### src/rtl/pclk_pkg.sv
package pclk_pkg;
  localparam int unsigned REG_W     = 64;
  localparam int unsigned BIT_PIXRST = 0;
  localparam int unsigned BIT_PD     = 1;
  localparam int unsigned BIT_BYP    = 2;
  localparam int unsigned BIT_CAP    = 3;
  localparam int unsigned BIT_DIV4   = 4;
  localparam int unsigned BIT_HALF   = 5;
  localparam int unsigned BIT_LOCK   = 6;
  localparam logic [REG_W-1:0] RESET_VAL = 64'h0000_0000_0000_0002;

  typedef struct packed {
    logic bypass;
    logic div4;
    logic half;
  } cond_cfg_t;

  // choose the tick source
  function automatic logic pick_tick(logic bypass, logic ref_t, logic pll_t);
    return bypass ? ref_t : pll_t;
  endfunction

  // advance the divide count on a selected tick
  function automatic logic [1:0] div_step(logic [1:0] cnt, logic tick);
    return tick ? cnt + 2'd1 : cnt;
  endfunction

  // does a selected tick pass the output divider
  function automatic logic div_pass(logic div4, logic [1:0] cnt);
    return !div4 || (cnt == 2'd3);
  endfunction

  // engine enable from full-rate enable and phase
  function automatic logic eng_pass(logic half, logic full, logic phase);
    return half ? (full && phase) : full;
  endfunction
endpackage

### src/rtl/pclk_regs.sv
module pclk_regs
  import pclk_pkg::*;
(
  input  logic             clk,
  input  logic             chip_rst,
  input  logic             wr_en,
  input  logic [REG_W-1:0] wr_data,
  input  logic             lock_in,
  output logic [REG_W-1:0] ctrl_q,
  output logic [REG_W-1:0] rd_data
);
  localparam logic [REG_W-1:0] LOCK_MASK = REG_W'(1) << BIT_LOCK;
  localparam logic [REG_W-1:0] WR_MASK   = ~LOCK_MASK;

  logic [REG_W-1:0] ctrl_d;

  always_comb begin
    ctrl_d = ctrl_q;
    if (wr_en) ctrl_d = wr_data & WR_MASK;
  end

  always_ff @(posedge clk) begin
    if (chip_rst) ctrl_q <= RESET_VAL;
    else          ctrl_q <= ctrl_d;
  end

  always_comb begin
    rd_data = ctrl_q;
    rd_data[BIT_LOCK] = lock_in;
  end

  // an unwritten register keeps its value
  a_r2_hold: assert property (@(posedge clk) disable iff (chip_rst)
    !wr_en |=> $stable(ctrl_q));
  // a write lands on the next cycle, lock excluded
  a_r2_store: assert property (@(posedge clk) disable iff (chip_rst)
    wr_en |=> (ctrl_q == ($past(wr_data) & WR_MASK)));
  // read lock bit mirrors the input
  a_r3_lock_view: assert property (@(posedge clk) disable iff (chip_rst)
    rd_data[BIT_LOCK] == lock_in);
endmodule

### src/rtl/pclk_cond.sv
module pclk_cond
  import pclk_pkg::*;
(
  input  logic      clk,
  input  logic      pix_rst,
  input  cond_cfg_t cfg,
  input  logic      ref_tick,
  input  logic      pll_tick,
  output logic      sel_tick,
  output logic      full_en,
  output logic      half_en
);
  logic [1:0] cnt_q;
  logic       phase_q;
  logic       pass_hit;

  assign sel_tick = pick_tick(cfg.bypass, ref_tick, pll_tick);
  assign pass_hit = div_pass(cfg.div4, cnt_q);
  assign full_en  = !pix_rst && sel_tick && pass_hit;
  assign half_en  = !pix_rst && eng_pass(cfg.half, full_en, phase_q);

  always_ff @(posedge clk) begin
    if (pix_rst) begin
      cnt_q   <= 2'd0;
      phase_q <= 1'b0;
    end else begin
      cnt_q   <= div_step(cnt_q, sel_tick);
      if (full_en) phase_q <= ~phase_q;
    end
  end

  // in bypass no enable without a reference tick
  a_r4_byp_source: assert property (@(posedge clk) disable iff (pix_rst)
    (cfg.bypass && !ref_tick) |-> !full_en);
  // divide-by-4 enables never on consecutive cycles
  a_r6_div4_gap: assert property (@(posedge clk) disable iff (pix_rst)
    (cfg.div4 && full_en) |=> !(cfg.div4 && full_en));
  // half-rate engine enables never on consecutive cycles
  a_r7_half_gap: assert property (@(posedge clk) disable iff (pix_rst)
    (cfg.half && half_en) |=> !(cfg.half && half_en));
  // engine enable only with a full-rate enable
  a_r7_subset: assert property (@(posedge clk) disable iff (pix_rst)
    half_en |-> full_en);
endmodule

### src/rtl/pclk_ctrl.sv
module pclk_ctrl
  import pclk_pkg::*;
#(
  parameter int unsigned FLAG_W = 8,
  parameter int unsigned M_W    = 8,
  parameter int unsigned N_W    = 8,
  parameter int unsigned P_W    = 4
) (
  input  logic             clk,
  input  logic             chip_rst,
  input  logic             wr_en,
  input  logic [REG_W-1:0] wr_data,
  output logic [REG_W-1:0] rd_data,
  input  logic             ref_tick,
  input  logic             pll_tick,
  input  logic             pll_lock,
  output logic [M_W-1:0]   pll_m,
  output logic [N_W-1:0]   pll_n,
  output logic [P_W-1:0]   pll_p,
  output logic             pll_pd,
  output logic             pll_capen,
  output logic             pll_bypass,
  output logic             pix_rst_o,
  output logic             vop_en,
  output logic             eng_en
);
  localparam int unsigned FLAG_LO = 8;
  localparam int unsigned M_LO    = FLAG_LO + FLAG_W;
  localparam int unsigned N_LO    = M_LO + M_W;
  localparam int unsigned P_LO    = N_LO + N_W;

  logic [REG_W-1:0] ctrl_q;
  cond_cfg_t        cfg;
  logic             sel_tick;

  pclk_regs u_regs (
    .clk     (clk),
    .chip_rst(chip_rst),
    .wr_en   (wr_en),
    .wr_data (wr_data),
    .lock_in (pll_lock),
    .ctrl_q  (ctrl_q),
    .rd_data (rd_data)
  );

  assign cfg.bypass = ctrl_q[BIT_BYP];
  assign cfg.div4   = ctrl_q[BIT_DIV4];
  assign cfg.half   = ctrl_q[BIT_HALF];

  assign pll_m      = ctrl_q[M_LO +: M_W];
  assign pll_n      = ctrl_q[N_LO +: N_W];
  assign pll_p      = ctrl_q[P_LO +: P_W];
  assign pll_pd     = ctrl_q[BIT_PD];
  assign pll_capen  = ctrl_q[BIT_CAP];
  assign pll_bypass = ctrl_q[BIT_BYP];
  assign pix_rst_o  = chip_rst | ctrl_q[BIT_PIXRST];

  pclk_cond u_cond (
    .clk     (clk),
    .pix_rst (pix_rst_o),
    .cfg     (cfg),
    .ref_tick(ref_tick),
    .pll_tick(pll_tick),
    .sel_tick(sel_tick),
    .full_en (vop_en),
    .half_en (eng_en)
  );

  // chip reset always drives the pixel reset
  always_comb begin
    if (chip_rst === 1'b1) a_r8_chip_hold: assert (pix_rst_o);
  end
  // the register bit silences both enables
  a_r8_bit_quiet: assert property (@(posedge clk) disable iff (chip_rst)
    ctrl_q[BIT_PIXRST] |-> (pix_rst_o && !vop_en && !eng_en));
endmodule

### config.mk
export PLATFORM = sky130hd
export DESIGN_NAME = pclk_ctrl
export DESIGN_NICKNAME = d
export VERILOG_FILES = /design/src/rtl/pclk_pkg.sv /design/src/rtl/pclk_regs.sv /design/src/rtl/pclk_cond.sv /design/src/rtl/pclk_ctrl.sv
export SDC_FILE = /design/constraint.sdc
export NUM_CORES = 1
export LEC_CHECK = 0
export ABC_AREA = 1
export BUFFER_PORTS_ARGS = -buffer_cell sky130_fd_sc_hd__buf_2
export CAP_MARGIN = 15
export CELL_PAD_IN_SITES_DETAIL_PLACEMENT = 2
export CELL_PAD_IN_SITES_GLOBAL_PLACEMENT = 2
export CORE_ASPECT_RATIO = 0.8
export CORE_MARGIN = 5
export CORE_UTILIZATION = 24
export CTS_BUF_LIST = sky130_fd_sc_hd__clkbuf_4 sky130_fd_sc_hd__clkbuf_8
export CTS_CLUSTER_SIZE = 28
export DETAILED_ROUTE_END_ITERATION = 8
export PLACE_DENSITY_LB_ADDON = 0.1
export SETUP_SLACK_MARGIN = 0.4
export SYNTH_ARGS = -nofsm -noshare
export SYNTH_HDL_FRONTEND = slang
export SYNTH_SLANG_ARGS = --single-unit
### constraint.sdc
create_clock -name clk -period 2.1 [get_ports clk]
set_input_delay 0.42 -clock clk [delete_from_list [all_inputs] [get_ports clk]]
set_output_delay 0.42 -clock clk [all_outputs]
set_load 0.02 [all_outputs]
# [Word level (Yosys, flattened, before mapping)]
# Index checks and enable logic that the tools add are counted.
[op_classes] addsub=1 eq_ne=1 mux=2 bitwise_logic=2 n_reduce_logical=7
[op_table] operator="$logic_and A1 B1 Y1" count=4
[op_table] operator="$add A2 B1 Y2 const B" count=1
[op_table] operator="$eq A2 B2 Y1 const B" count=1
[op_table] operator="$logic_not A1 Y1" count=2
[op_table] operator="$mux W1" count=2
[op_table] operator="$logic_or A1 B1 Y1" count=1
[op_table] operator="$not A1 Y1" count=1
[op_table] operator="$or A1 B1 Y1" count=1
[word_totals] regBits=66 in_bits=70 out_inout_bits=90

# [Logic depth before layout (Yosys ltp)]
# Gate-level depths: netlist of the first run.
[logic_depth] depth_word=7 ltp_mapped=7

# [By module]
# A second synthesis of the first run with hierarchy kept.
[unflattened] cells_unflattened=498 area_unflattened_um2=3289.4
[by_module_without_submodules] module="pclk_regs" n_inst=1 cells_per_inst=464 area_per_inst_um2=3070.4 seq_area_each_um2=1261.2
[by_module_without_submodules] module="pclk_cond" n_inst=1 cells_per_inst=31 area_per_inst_um2=207.7 seq_area_each_um2=60.1
[by_module_without_submodules] module="pclk_ctrl" n_inst=1 cells_per_inst=3 area_per_inst_um2=11.3 seq_area_each_um2=0.0

# [Worst setup path after synthesis of the first run]
# OpenSTA, ideal clock, no wires.
[synth_path] kind="flip-flop to output port" startpoint="register u_regs.ctrl_q[2]" endpoint="output port eng_en" t_arrival_ns=1.302 required_ns=1.680 path_slack_ns=0.378 path_stages_with_launch=6 cell_sequence="dfxtp_1 -> inv_2 -> nand2_1 -> nand2_1 -> nor2_1 -> o21a_1"
[synth_between] elab_chain_cells=6
[synth_lines] element="from (decl)" line="pclk_regs.sv:9" text="output logic [REG_W-1:0] ctrl_q,"
[synth_lines] element="from (signal assigned)" line="pclk_regs.sv:24" text="else ctrl_q <= ctrl_d;"
[synth_lines] element="$mux W1 *" line="pclk_pkg.sv:20" text="return bypass ? ref_t : pll_t;"
[synth_lines] element="$logic_and A1 B1 Y1 * (2 in a row)" line="pclk_cond.sv:19" text="assign full_en = !pix_rst && sel_tick && pass_hit;"
[synth_lines] element="net vop_en" line="pclk_ctrl.sv:24" text="output logic vop_en,"
[synth_lines] element="$logic_and A1 B1 Y1" line="pclk_pkg.sv:35" text="return half ? (full && phase) : full;"
[synth_lines] element="$mux W1 *" line="pclk_pkg.sv:35"
[synth_lines] element="$logic_and A1 B1 Y1 *" line="pclk_cond.sv:20" text="assign half_en = !pix_rst && eng_pass(cfg.half, full_en, phase_q);"
[synth_lines] element="to (decl)" line="pclk_ctrl.sv:25" text="output logic eng_en"
# Mark *: on every way through the listed nets, which the timed path passes. The rest lies on a longest branch.

# [Worst setup path in the final report of the first run]
[layout_path] startpoint="register u_cond.cnt_q[0]" endpoint="output port eng_en"
[layout_between] elab_chain_cells=6
[layout_lines] element="from (decl)" line="pclk_cond.sv:13" text="logic [1:0] cnt_q;"
[layout_lines] element="from (signal assigned)" line="pclk_cond.sv:27" text="cnt_q <= div_step(cnt_q, sel_tick);"
[layout_lines] element="$eq A2 B2 Y1 *" line="pclk_pkg.sv:30" text="return !div4 || (cnt == 2'd3);"
[layout_lines] element="$logic_or A1 B1 Y1 *" line="pclk_pkg.sv:30"
[layout_lines] element="$logic_and A1 B1 Y1 *" line="pclk_cond.sv:19"
[layout_lines] element="$logic_and A1 B1 Y1" line="pclk_pkg.sv:35"
[layout_lines] element="$mux W1 *" line="pclk_pkg.sv:35"
[layout_lines] element="$logic_and A1 B1 Y1 *" line="pclk_cond.sv:20"
# Every way passes the cells marked *; elsewhere a longest branch is shown, timed or not.

==> results of run 1 <==
-- worst min-delay path: cells and delay by family --
kind,cells,cell delay [ps]
AND/OR/NAND/NOR,2,110
buffers and inverters,1,80
-- layout make-up --
cell class | instances | share of cell area
Multi-Input combinational cell | 209 | 0.2594
Timing Repair Buffer | 165 | 0.2552
Clock buffer | 13 | 0.04549
Tap cell | 140 | 0.04975
Sequential cell | 66 | 0.3763
Clock inverter | 3 | 0.004264
Inverter | 9 | 0.009595
-- placed cells by master (no fill, tap or decap) --
| cell type | synthesis | layout |
|---|---|---|
| clkbuf_8 | 0 | 10 |
| dfxtp_1 | 66 | 63 |
| o21ai_0 | 52 | 52 |
| inv_1 | 6 | 5 |
| o21a_1 | 1 | 1 |
| nand2_2 | 0 | 2 |
| a21oi_1 | 6 | 6 |
| nand2_1 | 14 | 12 |
| nor2_1 | 122 | 120 |
| nand3_1 | 2 | 2 |
| clkbuf_4 | 0 | 3 |
| dfxtp_2 | 0 | 3 |
| o21ai_1 | 11 | 11 |
| buf_4 | 27 | 6 |
| inv_2 | 3 | 4 |
| clkinv_2 | 0 | 3 |
| ha_4 | 0 | 1 |
| buf_12 | 0 | 3 |
| nor2_2 | 0 | 1 |
| nor2_4 | 0 | 1 |
| buf_6 | 3 | 2 |
| buf_2 | 10 | 154 |
-- cells by family after synthesis --
| group | synth area share |
|---|---|
| simple gates | 0.2050 |
| compound gates | 0.1390 |
| flops | 0.5205 |
| buf+inv | 0.1306 |
| fa+ha+maj | 0.004928 |
-- registers in the layout, indices dropped and copies added (netlist names) --
signal / flops
u_cond.cnt_q: 2
u_regs.ctrl_q: 63
u_cond.phase_q: 1
-- path summary, 6_finish.rpt --
kind / startpoint / end / slack, ps / cells past startpoint
worst max register to register: u_cond.cnt_q[0] / u_cond.phase_q / 870 / 8
worst min-delay path: wr_data[1] / u_regs.ctrl_q[1] / 290 / 3
worst min register to register: u_regs.ctrl_q[43] / u_regs.ctrl_q[43] / 480 / 2
worst max-delay path: u_cond.cnt_q[0] / eng_en / 300 / 7
-- per-layer routing --
| metal | GRT usage | share of wire |
|---|---|---|
| met5 | 0 | 0 |
| met2 | 0.2478 | 0.50 |
| met3 | 0.06792 | 0.082 |
| met1 | 0.1504 | 0.41 |
| met4 | 0.04500 | 0.0099 |
-- through the flow --
stage / total power, µW / std cells
floorplan: 1763 / 327
global placement: 1943 / 584
detailed placement: 1963 / 584
CTS: 2970 / 603
global route: 3081 / 605
finish: 2907 / 605
-- what timing repair did --
| action | in CTS | in global routing |
|---|---|---|
| gates resized for setup | 10 | 4 |
| setup buffers | 3 | 2 |
| setup endpoints to repair | 2 | 2 |
| pin swaps | 2 | 2 |
-- power breakdown --
group | switching (µW) | internal [µW] | leakage (µW) | total, µW
logic | 351 | 200 | 0.00118 | 551
registers | 49.1 | 1340 | 0.000550 | 1390
clock network | 471 | 495 | 0.0000974 | 966
==> key figures, run 1 <==
Run status
  – Status: complete, no violations

Synth
  – Ys Warns: 0
  – Mapped Avg Cell Area: 7.764 µm²
  – Syn_nets: 398
  – Synth Instances: 327
  – Top_reg_cell synth: dfxtp_1
  – Share of the synthesized area in the top cell type: 0.5205
  – Synth Register Bits: 66
  – Commonest cells post-synth: nor2_1 (122), dfxtp_1 (66), o21ai_0 (52), buf_4 (27), nand2_1 (14)
  – Sequential fraction of the synthesis area: 0.5205
  – Yosys top cell by area: dfxtp_1
  – Most frequent cell after synthesis: nor2_1
  – Synth cell types: 15
  – Top cells by area, synth: dfxtp_1 (52%), nor2_1 (18%), o21ai_0 (10%), buf_4 (8.0%), o21ai_1 (2.2%)
  – Post-Syn Area: 0.002539 mm²
  – Asr flop ratio synth: 0
  – EDFF count, synth: 0

Clock tree
  – CTS buffer count: 9
  – Clk buf depth: 2
  – H-Tree Depth: 3
  – Skew-Pair Late Insertion Delay: 340 ps
  – CTS tree: done
  – Clock Tree Root: clkbuf_8
  – Hold_buf cts: 0
  – Reg clk slew, reported paths: 70 ps
  – Clk sinks: 66

Timing
  – Worst-Margin Slew: 563.0 ps
  – Final worst-path cycle share: 0.8557
  – Final hold slack: 294.6 ps
  – Final Hold Fails: 0
  – Final setup violation count: 0
  – Fmax achieved: 556.5 MHz
  – Max Slew Vio Count: 0
  – Setup TNS: 0 ps
  – Relative slew slack: 0.6247
  – Final WS setup: 303.0 ps
  – Fin crit period: 1797 ps
  – RSZ-0062 raised after global routing: yes
  – Clk_skew: 4.195 ps

Critical path
  – Critical path buffer and inverter count: 2
  – Critical Path RT: 1680 ps
  – Worst path cell trace: ha_4 -> inv_2 -> nand2_2 -> nand2_2 -> nor2_4 -> o21a_1 -> buf_6
  – Max stage delay on crit path: 360 ps
  – Crit path max-delay family: flip-flops
  – Critical path startpoint category: flip-flop
  – CP Class: flip-flop to output port
  – Worst EP arrival: 1380 ps
  – CP max-delay cell: dfxtp_2
  – Critical Path Fanout Max: 3
  – Crit path top cell by count: nand2_2
  – Critical Path End Type: output port

Job
  – MaxCap Viol Count: 0

Worst hold path
  – Hold Crit Class: primary input to flip-flop

Die
  – # rows: 33
  – Die area: 0.01275 mm²
  – Core ar.: 0.01028 mm²
  – Die Ht: 102.0 µm
  – Ports: 160
  – Die W: 125.0 µm
  – Initial core utilization: 0.2469

Final layout
  – Layout cells sized above 1: 0.4151
  – Post-layout nets: 531
  – Final design area excluding fillers: 0.003521 mm²
  – Final Util: 0.3425
  – Synthesis-to-finish area growth: 38.69%
  – Fill cells: 1235
  – Register area: 0.001325 mm²
  – Area of the multi-input gates: 913.4 µm²
  – Antenna fix cells: 0

Routing
  – Final wirelength: 9152 µm
  – Detailed Route Iter0 Violations: 47
  – Vias per cell: 4.307
  – Antenna Violating Nets Remaining: 0
  – WL/cell: 15.13 µm
  – Vias: 2606
  – DRC viols: 0
  – Number of iterations in the first detailed-routing pass: 4

GRT
  – Number of global-route vias before repair: 2742
  – Pin count of the biggest net entering global routing: 64
  – First-pass GRT wire length: 14160 µm
  – Grt ovf: 0
  – Initial antenna violation count: 0
  – Gr usage total: 0.1404

Placed design
  – Gpl congestion: 0.6779
  – Port bufs: 156
  – Dpl hpwl: 6564 µm
  – Dpl cell area: 0.003267 mm²
  – Place WS: 445.3 ps

Pwr
  – Static Leak: 0.001825 µW
  – PwrDens: 825.6 mW/mm²
  – Worst vdd ir: 0.0003933 V
Power figures use the tool's default switching activity.
==> run 2: changes to the inputs <==
--- a/config.mk
+++ b/config.mk
@@ -8,11 +8,11 @@
 export ABC_AREA = 1
 export BUFFER_PORTS_ARGS = -buffer_cell sky130_fd_sc_hd__buf_2
 export CAP_MARGIN = 15
-export CELL_PAD_IN_SITES_DETAIL_PLACEMENT = 2
-export CELL_PAD_IN_SITES_GLOBAL_PLACEMENT = 2
+export CELL_PAD_IN_SITES_DETAIL_PLACEMENT = 0
+export CELL_PAD_IN_SITES_GLOBAL_PLACEMENT = 1
 export CORE_ASPECT_RATIO = 0.8
 export CORE_MARGIN = 5
-export CORE_UTILIZATION = 24
+export CORE_UTILIZATION = 32
 export CTS_BUF_LIST = sky130_fd_sc_hd__clkbuf_4 sky130_fd_sc_hd__clkbuf_8
 export CTS_CLUSTER_SIZE = 28
 export DETAILED_ROUTE_END_ITERATION = 8
==> run 2 against run 1 <==
  * Hold slack better by 7.1 ps
  * Via count decreased by 7.5%
  * Utilization grew 9.6 points
  * Combinational power down 6.5%
  * Final cell count down 6.1%
  * Final area shrank 2.4%
  * Sequential cell count unchanged
  * First-iteration DRC count increased by 120%
  * Maximum frequency grew 3.4%
  * Register-to-register slack improved by 310 ps
  * Sequential share of layout area grew 0.93 points
  * Global-route usage about the same
  * Critical path type unchanged
  * Critical endpoint unchanged
  * Largest cell class unchanged
  * Largest power group unchanged
==> key figures, run 2 (synthesis gave the netlist of run 1 again) <==
Run status
  – Status: complete, no violations

Routing
  – WL/cell: 12.55 µm
  – Detailed Route Iter0 Violations: 105
  – Vias: 2410
  – DRC viols: 0
  – Antenna Violating Nets Remaining: 0
  – Final wirelength: 7126 µm
  – Vias per cell: 4.243
  – Number of iterations in the first detailed-routing pass: 4

Final layout
  – Fill cells: 831
  – Synthesis-to-finish area growth: 35.34%
  – Antenna fix cells: 0
  – Highest-count cells in the layout ignoring fill and taps: buf_2 (155), nor2_1 (120), dfxtp_1 (63)
  – Layout cells sized above 1: 0.4043
  – Final design area excluding fillers: 0.003436 mm²
  – Commonest non-fill, non-tap cell in the layout: buf_2
  – Largest register by flop count: u_regs.ctrl_q
  – Register area: 0.001325 mm²
  – Top flop regs: u_regs.ctrl_q: 63 flops, u_cond.cnt_q: 2 flops, u_cond.phase_q: 1 flops
  – Post-layout nets: 526
  – Max reg flops: 63
  – Area of the multi-input gates: 903.4 µm²

Clock tree
  – Reg clk slew, reported paths: 70 ps
  – CTS buffer count: 9
  – Clk sinks: 66
  – H-Tree Depth: 3
  – Clock Tree Root: clkbuf_8
  – Clk buf depth: 2
  – Skew-Pair Late Insertion Delay: 330 ps
  – Hold_buf cts: 0
  – CTS tree: done

GRT
  – Grt ovf: 0
  – Most used routing layer in global routing: met2
  – Met1 GRT Util: 0.1799
  – GR Util met3: 0.07005
  – Gr usage total: 0.1405
  – First-pass GRT wire length: 10660 µm
  – Pin count of the biggest net entering global routing: 60
  – Number of global-route vias before repair: 2134
  – Initial antenna violation count: 0
  – M2 GR Usage: 0.2044

Critical path
  – Reg2reg start: u_cond.cnt_q[1]
  – Critical Path End Type: output port
  – Critical Path Fanout Max: 3
  – Reg2reg setup slack: 1180 ps
  – FF-to-FF path depth: 7
  – Critical R2R Capture: u_cond.phase_q
  – Critical Path Start: u_cond.cnt_q[1]
  – CP Class: flip-flop to output port
  – Worst EP arrival: 1320 ps
  – Critical path startpoint category: flip-flop
  – Critical Path RT: 1680 ps

Timing
  – Final hold slack: 301.7 ps
  – Final WS setup: 362.7 ps
  – Fmax achieved: 575.6 MHz
  – Max Slew Vio Count: 0
  – Relative slew slack: 0.6309
  – Clk_skew: 7.047 ps
  – Fin crit period: 1737 ps
  – Setup TNS: 0 ps
  – RSZ-0062 raised after global routing: yes
  – Final Hold Fails: 0
  – Worst-Margin Slew: 553.6 ps
  – Final worst-path cycle share: 0.8273
  – Final setup violation count: 0

Die
  – Ports: 160
  – Die Ht: 89.67 µm
  – # rows: 29
  – Die area: 0.009825 mm²
  – Die W: 109.6 µm
  – Initial core utilization: 0.3239
  – Core ar.: 0.007838 mm²

Worst hold path
  – Hold path startpoint: wr_data[1]
  – WHS Endpoint: u_regs.ctrl_q[1]
  – Worst Hold Depth: 3
  – Hold Crit Class: primary input to flip-flop

Pwr
  – NetSw: 846.8 µW
  – Cell Int Power: 2151 µW
  – Worst vdd ir: 0.0002870 V
  – PnR Total Power: 2997 µW
  – Static Leak: 0.001792 µW
  – Clock power frac: 0.365
  – Logic pwr share: 0.172
  – Switch share: 0.2825
  – PwrDens: 872.4 mW/mm²
  – Sequential Power Share: 0.463

Placed design
  – Dpl hpwl: 4899 µm
  – Dpl cell area: 0.003202 mm²
  – Place WS: 427.8 ps
  – Port bufs: 156
  – Gpl congestion: 0.7448

Job
  – MaxCap Viol Count: 0
==> run 2: changes by cell type in the layout (fill, tap and decap cells not counted), moves of 2 or more <==
cell	previous run	this run
buf_12	3	1
buf_4	6	3
clkbuf_4	3	1
clkinv_2	3	1
clkinvlp_4	0	2
nand2_1	12	14
nand2_2	2	0
==> run 2: layout make-up <==
cell class | instances | share of cell area
flip-flops and latches | 66 | 0.3857
multi-input cells | 209 | 0.2629
repair buffers | 160 | 0.2414
clock buffers | 12 | 0.04625
well taps | 108 | 0.03933
clock inverters | 4 | 0.01457
inverters | 9 | 0.009832
==> run 2: worst max-delay path by stage <==
stage / slack, ps / endpoint / cells past startpoint
2_1_floorplan: 500 / eng_en / 5
3_3_place_gp: 430 / eng_en / 6
3_5_place_dp: 430 / eng_en / 6
4_1_cts: 320 / eng_en / 7
5_1_grt: 270 / eng_en / 7
6_report: 360 / eng_en / 7
==> run 2: through the flow <==
stage	std cells	utilization
after floorplan	327	-
after global placement	552	0.4085
after detailed placement	552	0.4085
after CTS	568	0.4384
after global routing	568	0.4384
final	568	0.4384
==> run 2: critical path, stage by stage (launching register included) <==
cell and delay [ps]:
dfxtp_2 350, ha_4 130, inv_2 20, nand2_1 40, nand2_1 50, nor2_2 120, o21a_1 160, buf_6 120
==> run 2: routing by layer <==
| metal | wire length, µm | part of all wire | up-vias |
|---|---|---|---|
| li1 | - | - | 1268 |
| met1 | 3034 | 0.43 | 1039 |
| met3 | 846 | 0.12 | 6 |
| met5 | 0 | 0 | - |
| met4 | 59 | 0.0083 | 0 |
| met2 | 3185 | 0.45 | 97 |
==> run 2: power by group through the flow <==
| stage | Sequential (µW) | Clock, µW | Combinational [µW] |
|---|---|---|---|
| detailed placement | 1410 | 0 | 519 |
| finish | 1390 | 1100 | 515 |
| global route | 1400 | 1200 | 571 |
| floorplan | 1520 | 0 | 246 |
| CTS | 1390 | 1150 | 524 |
| global placement | 1410 | 0 | 520 |
==> run 2: what timing repair did <==
action | 4_1_cts | 5_1_grt
pin swaps | 2 | 0
buffers inserted | 0 | 0
endpoints found under the setup margin | 2 | 2
gates resized for setup | 9 | 0
==> run 3: changes to the inputs <==
--- a/config.mk
+++ b/config.mk
@@ -12,7 +12,7 @@
 export CELL_PAD_IN_SITES_GLOBAL_PLACEMENT = 1
 export CORE_ASPECT_RATIO = 0.8
 export CORE_MARGIN = 5
-export CORE_UTILIZATION = 32
+export CORE_UTILIZATION = 29
 export CTS_BUF_LIST = sky130_fd_sc_hd__clkbuf_4 sky130_fd_sc_hd__clkbuf_8
 export CTS_CLUSTER_SIZE = 28
 export DETAILED_ROUTE_END_ITERATION = 8
==> constraint.sdc (replaced) <==
create_clock -name clk -period 1.6 [get_ports clk]
set_input_delay 0.32 -clock clk [delete_from_list [all_inputs] [get_ports clk]]
set_output_delay 0.32 -clock clk [all_outputs]
set_load 0.02 [all_outputs]
==> run 3 against run 2 <==
  * Register-to-register slack worse by 490 ps
  * Sequential power up 32%
  * Via count is 2.7% higher
  * First-iteration DRC count decreased by 14%
  * Setup slack got worse by 360 ps
  * Final cell count up 0.88%
  * Non-clock buffer count rose by 1
  * Critical path depth is the same
  * Critical path type unchanged
  * Largest cell class unchanged
  * Largest power group unchanged
  * Highest routed layer unchanged
==> key figures, run 3 (synthesis gave the netlist of run 1 again) <==
Run status
  – Status: complete, no violations

Timing
  – Final hold slack: 203.0 ps
  – Final setup violation count: 0
  – Clk_skew: 2.927 ps
  – Final worst-path cycle share: 0.9970
  – Relative slew slack: 0.7896
  – Fin crit period: 1595 ps
  – RSZ-0062 raised after global routing: yes
  – Worst-Margin Slew: 315.7 ps
  – Fmax achieved: 626.9 MHz
  – Final WS setup: 4.850 ps
  – Final Hold Fails: 0
  – Max Slew Vio Count: 0

GRT
  – Gr usage total: 0.1336
  – First-pass GRT wire length: 11500 µm
  – Number of global-route vias before repair: 2402
  – Grt ovf: 0
  – Initial antenna violation count: 0
  – Pin count of the biggest net entering global routing: 68

Die
  – Die W: 114.6 µm
  – # rows: 30
  – Ports: 160
  – Die Ht: 93.69 µm
  – Initial core utilization: 0.2979
  – Core ar.: 0.008521 mm²
  – Die area: 0.01074 mm²

Critical path
  – Worst EP arrival: 1280 ps
  – Worst path cell trace: ha_4 -> inv_2 -> nand2_2 -> nand2_2 -> nor2_4 -> o21a_4 -> buf_6
  – Reg2reg setup slack: 690 ps
  – Critical Path End Type: output port
  – Critical Path RT: 1280 ps
  – CP max-delay cell: dfxtp_2
  – Crit path top cell by count: nand2_2
  – Critical path startpoint category: flip-flop
  – Critical path buffer and inverter count: 2
  – Max stage delay on crit path: 350 ps
  – CP Class: flip-flop to output port
  – Crit path max-delay family: flip-flops
  – Critical Path Fanout Max: 3

Final layout
  – Post-layout nets: 527
  – Largest register by flop count: u_regs.ctrl_q
  – Commonest non-fill, non-tap cell in the layout: nor2_1
  – Synthesis-to-finish area growth: 44.55%
  – Max reg flops: 63
  – Register area: 0.001360 mm²
  – Fill cells: 873
  – Layout cells sized above 1: 0.4685
  – Top flop regs: u_regs.ctrl_q: 63 flops, u_cond.cnt_q: 2 flops, u_cond.phase_q: 1 flops
  – Area of the multi-input gates: 928.4 µm²
  – Antenna fix cells: 0
  – Final Util: 0.4307
  – Highest-count cells in the layout ignoring fill and taps: nor2_1 (120), buf_2 (97), buf_4 (56)
  – Final design area excluding fillers: 0.003670 mm²

Clock tree
  – Hold_buf cts: 0
  – CTS tree: done
  – Skew-Pair Late Insertion Delay: 330 ps
  – Reg clk slew, reported paths: 70 ps
  – CTS buffer count: 9
  – H-Tree Depth: 3
  – Clk buf depth: 2
  – Clock Tree Root: clkbuf_8
  – Clk sinks: 66

Routing
  – Antenna Violating Nets Remaining: 0
  – Detailed Route Iter0 Violations: 90
  – Vias per cell: 4.321
  – Vias: 2476
  – WL/cell: 12.89 µm
  – DRC viols: 0
  – Final wirelength: 7387 µm
  – Number of iterations in the first detailed-routing pass: 3

Placed design
  – Port bufs: 156
  – Gpl congestion: 0.6591
  – Dpl hpwl: 4908 µm
  – Place WS: 210.6 ps
  – Dpl cell area: 0.003256 mm²

Pwr
  – Clock power frac: 0.347
  – Sequential Power Share: 0.463
  – Logic pwr share: 0.190
  – Worst vdd ir: 0.0005511 V
  – PwrDens: 1080 mW/mm²
  – NetSw: 1136 µW
  – Static Leak: 0.001833 µW
  – Switch share: 0.2864
  – Cell Int Power: 2829 µW

Job
  – MaxCap Viol Count: 0

Worst hold path
  – Hold Crit Class: primary input to flip-flop
run 3: worst reg2reg max path, stage by stage (launching register included):
cell	delay (ps)
dfxtp_2	340
ha_4	160
inv_2	40
nand2_2	40
nand2_2	70
nor2_4	40
nor2_1	90
nor2_1	50
run 3: cell type report:
| type | count | share of cell area |
|---|---|---|
| tap | 112 | 0.03819 |
| clock buffer | 11 | 0.03785 |
| sequential | 66 | 0.3706 |
| clock inverter | 5 | 0.01500 |
| inverter | 9 | 0.009206 |
| timing repair buffer | 161 | 0.2762 |
| multi-input combinational | 209 | 0.2530 |
run 3: worst paths after layout:
| kind | start | endpoint | cells after the start |
|---|---|---|---|
| max reg2reg | u_cond.cnt_q[1] | u_cond.phase_q | 7 |
| min | wr_data[1] | u_regs.ctrl_q[1] | 3 |
| min reg2reg | u_cond.cnt_q[0] | u_cond.cnt_q[0] | 1 |
| max | u_cond.cnt_q[1] | eng_en | 7 |
run 3: metrics by stage:
step	TNS [ps]	cells	total power, µW
after global placement	0	556	2550
after detailed placement	0	556	2554
after global routing	-136.7	573	4189
final	0	573	3965
after CTS	-33.74	572	4007
after floorplan	0	327	2323
run 3: power groups by stage:
stage,registers (µW),clock network [µW],logic [µW]
2_1_floorplan,1990,0,330
3_3_place_gp,1860,0,693
3_5_place_dp,1860,0,697
4_1_cts,1830,1450,733
5_1_grt,1860,1510,822
6_report,1840,1380,754
run 3: routing by layer:
metal / track usage / share of wire / up-vias
met4: 0.02671 / 0.0054 / 0
met1: 0.1551 / 0.43 / 1114
met5: 0 / 0 / -
li1: - / - / 1269
met3: 0.06504 / 0.096 / 4
met2: 0.2238 / 0.47 / 89
run 3: timing repair:
action / CTS / global route
setup endpoints to repair: 34 / 57
resized for setup: 43 / 51
setup buffers: 0 / 1
gates cloned: 0 / 0
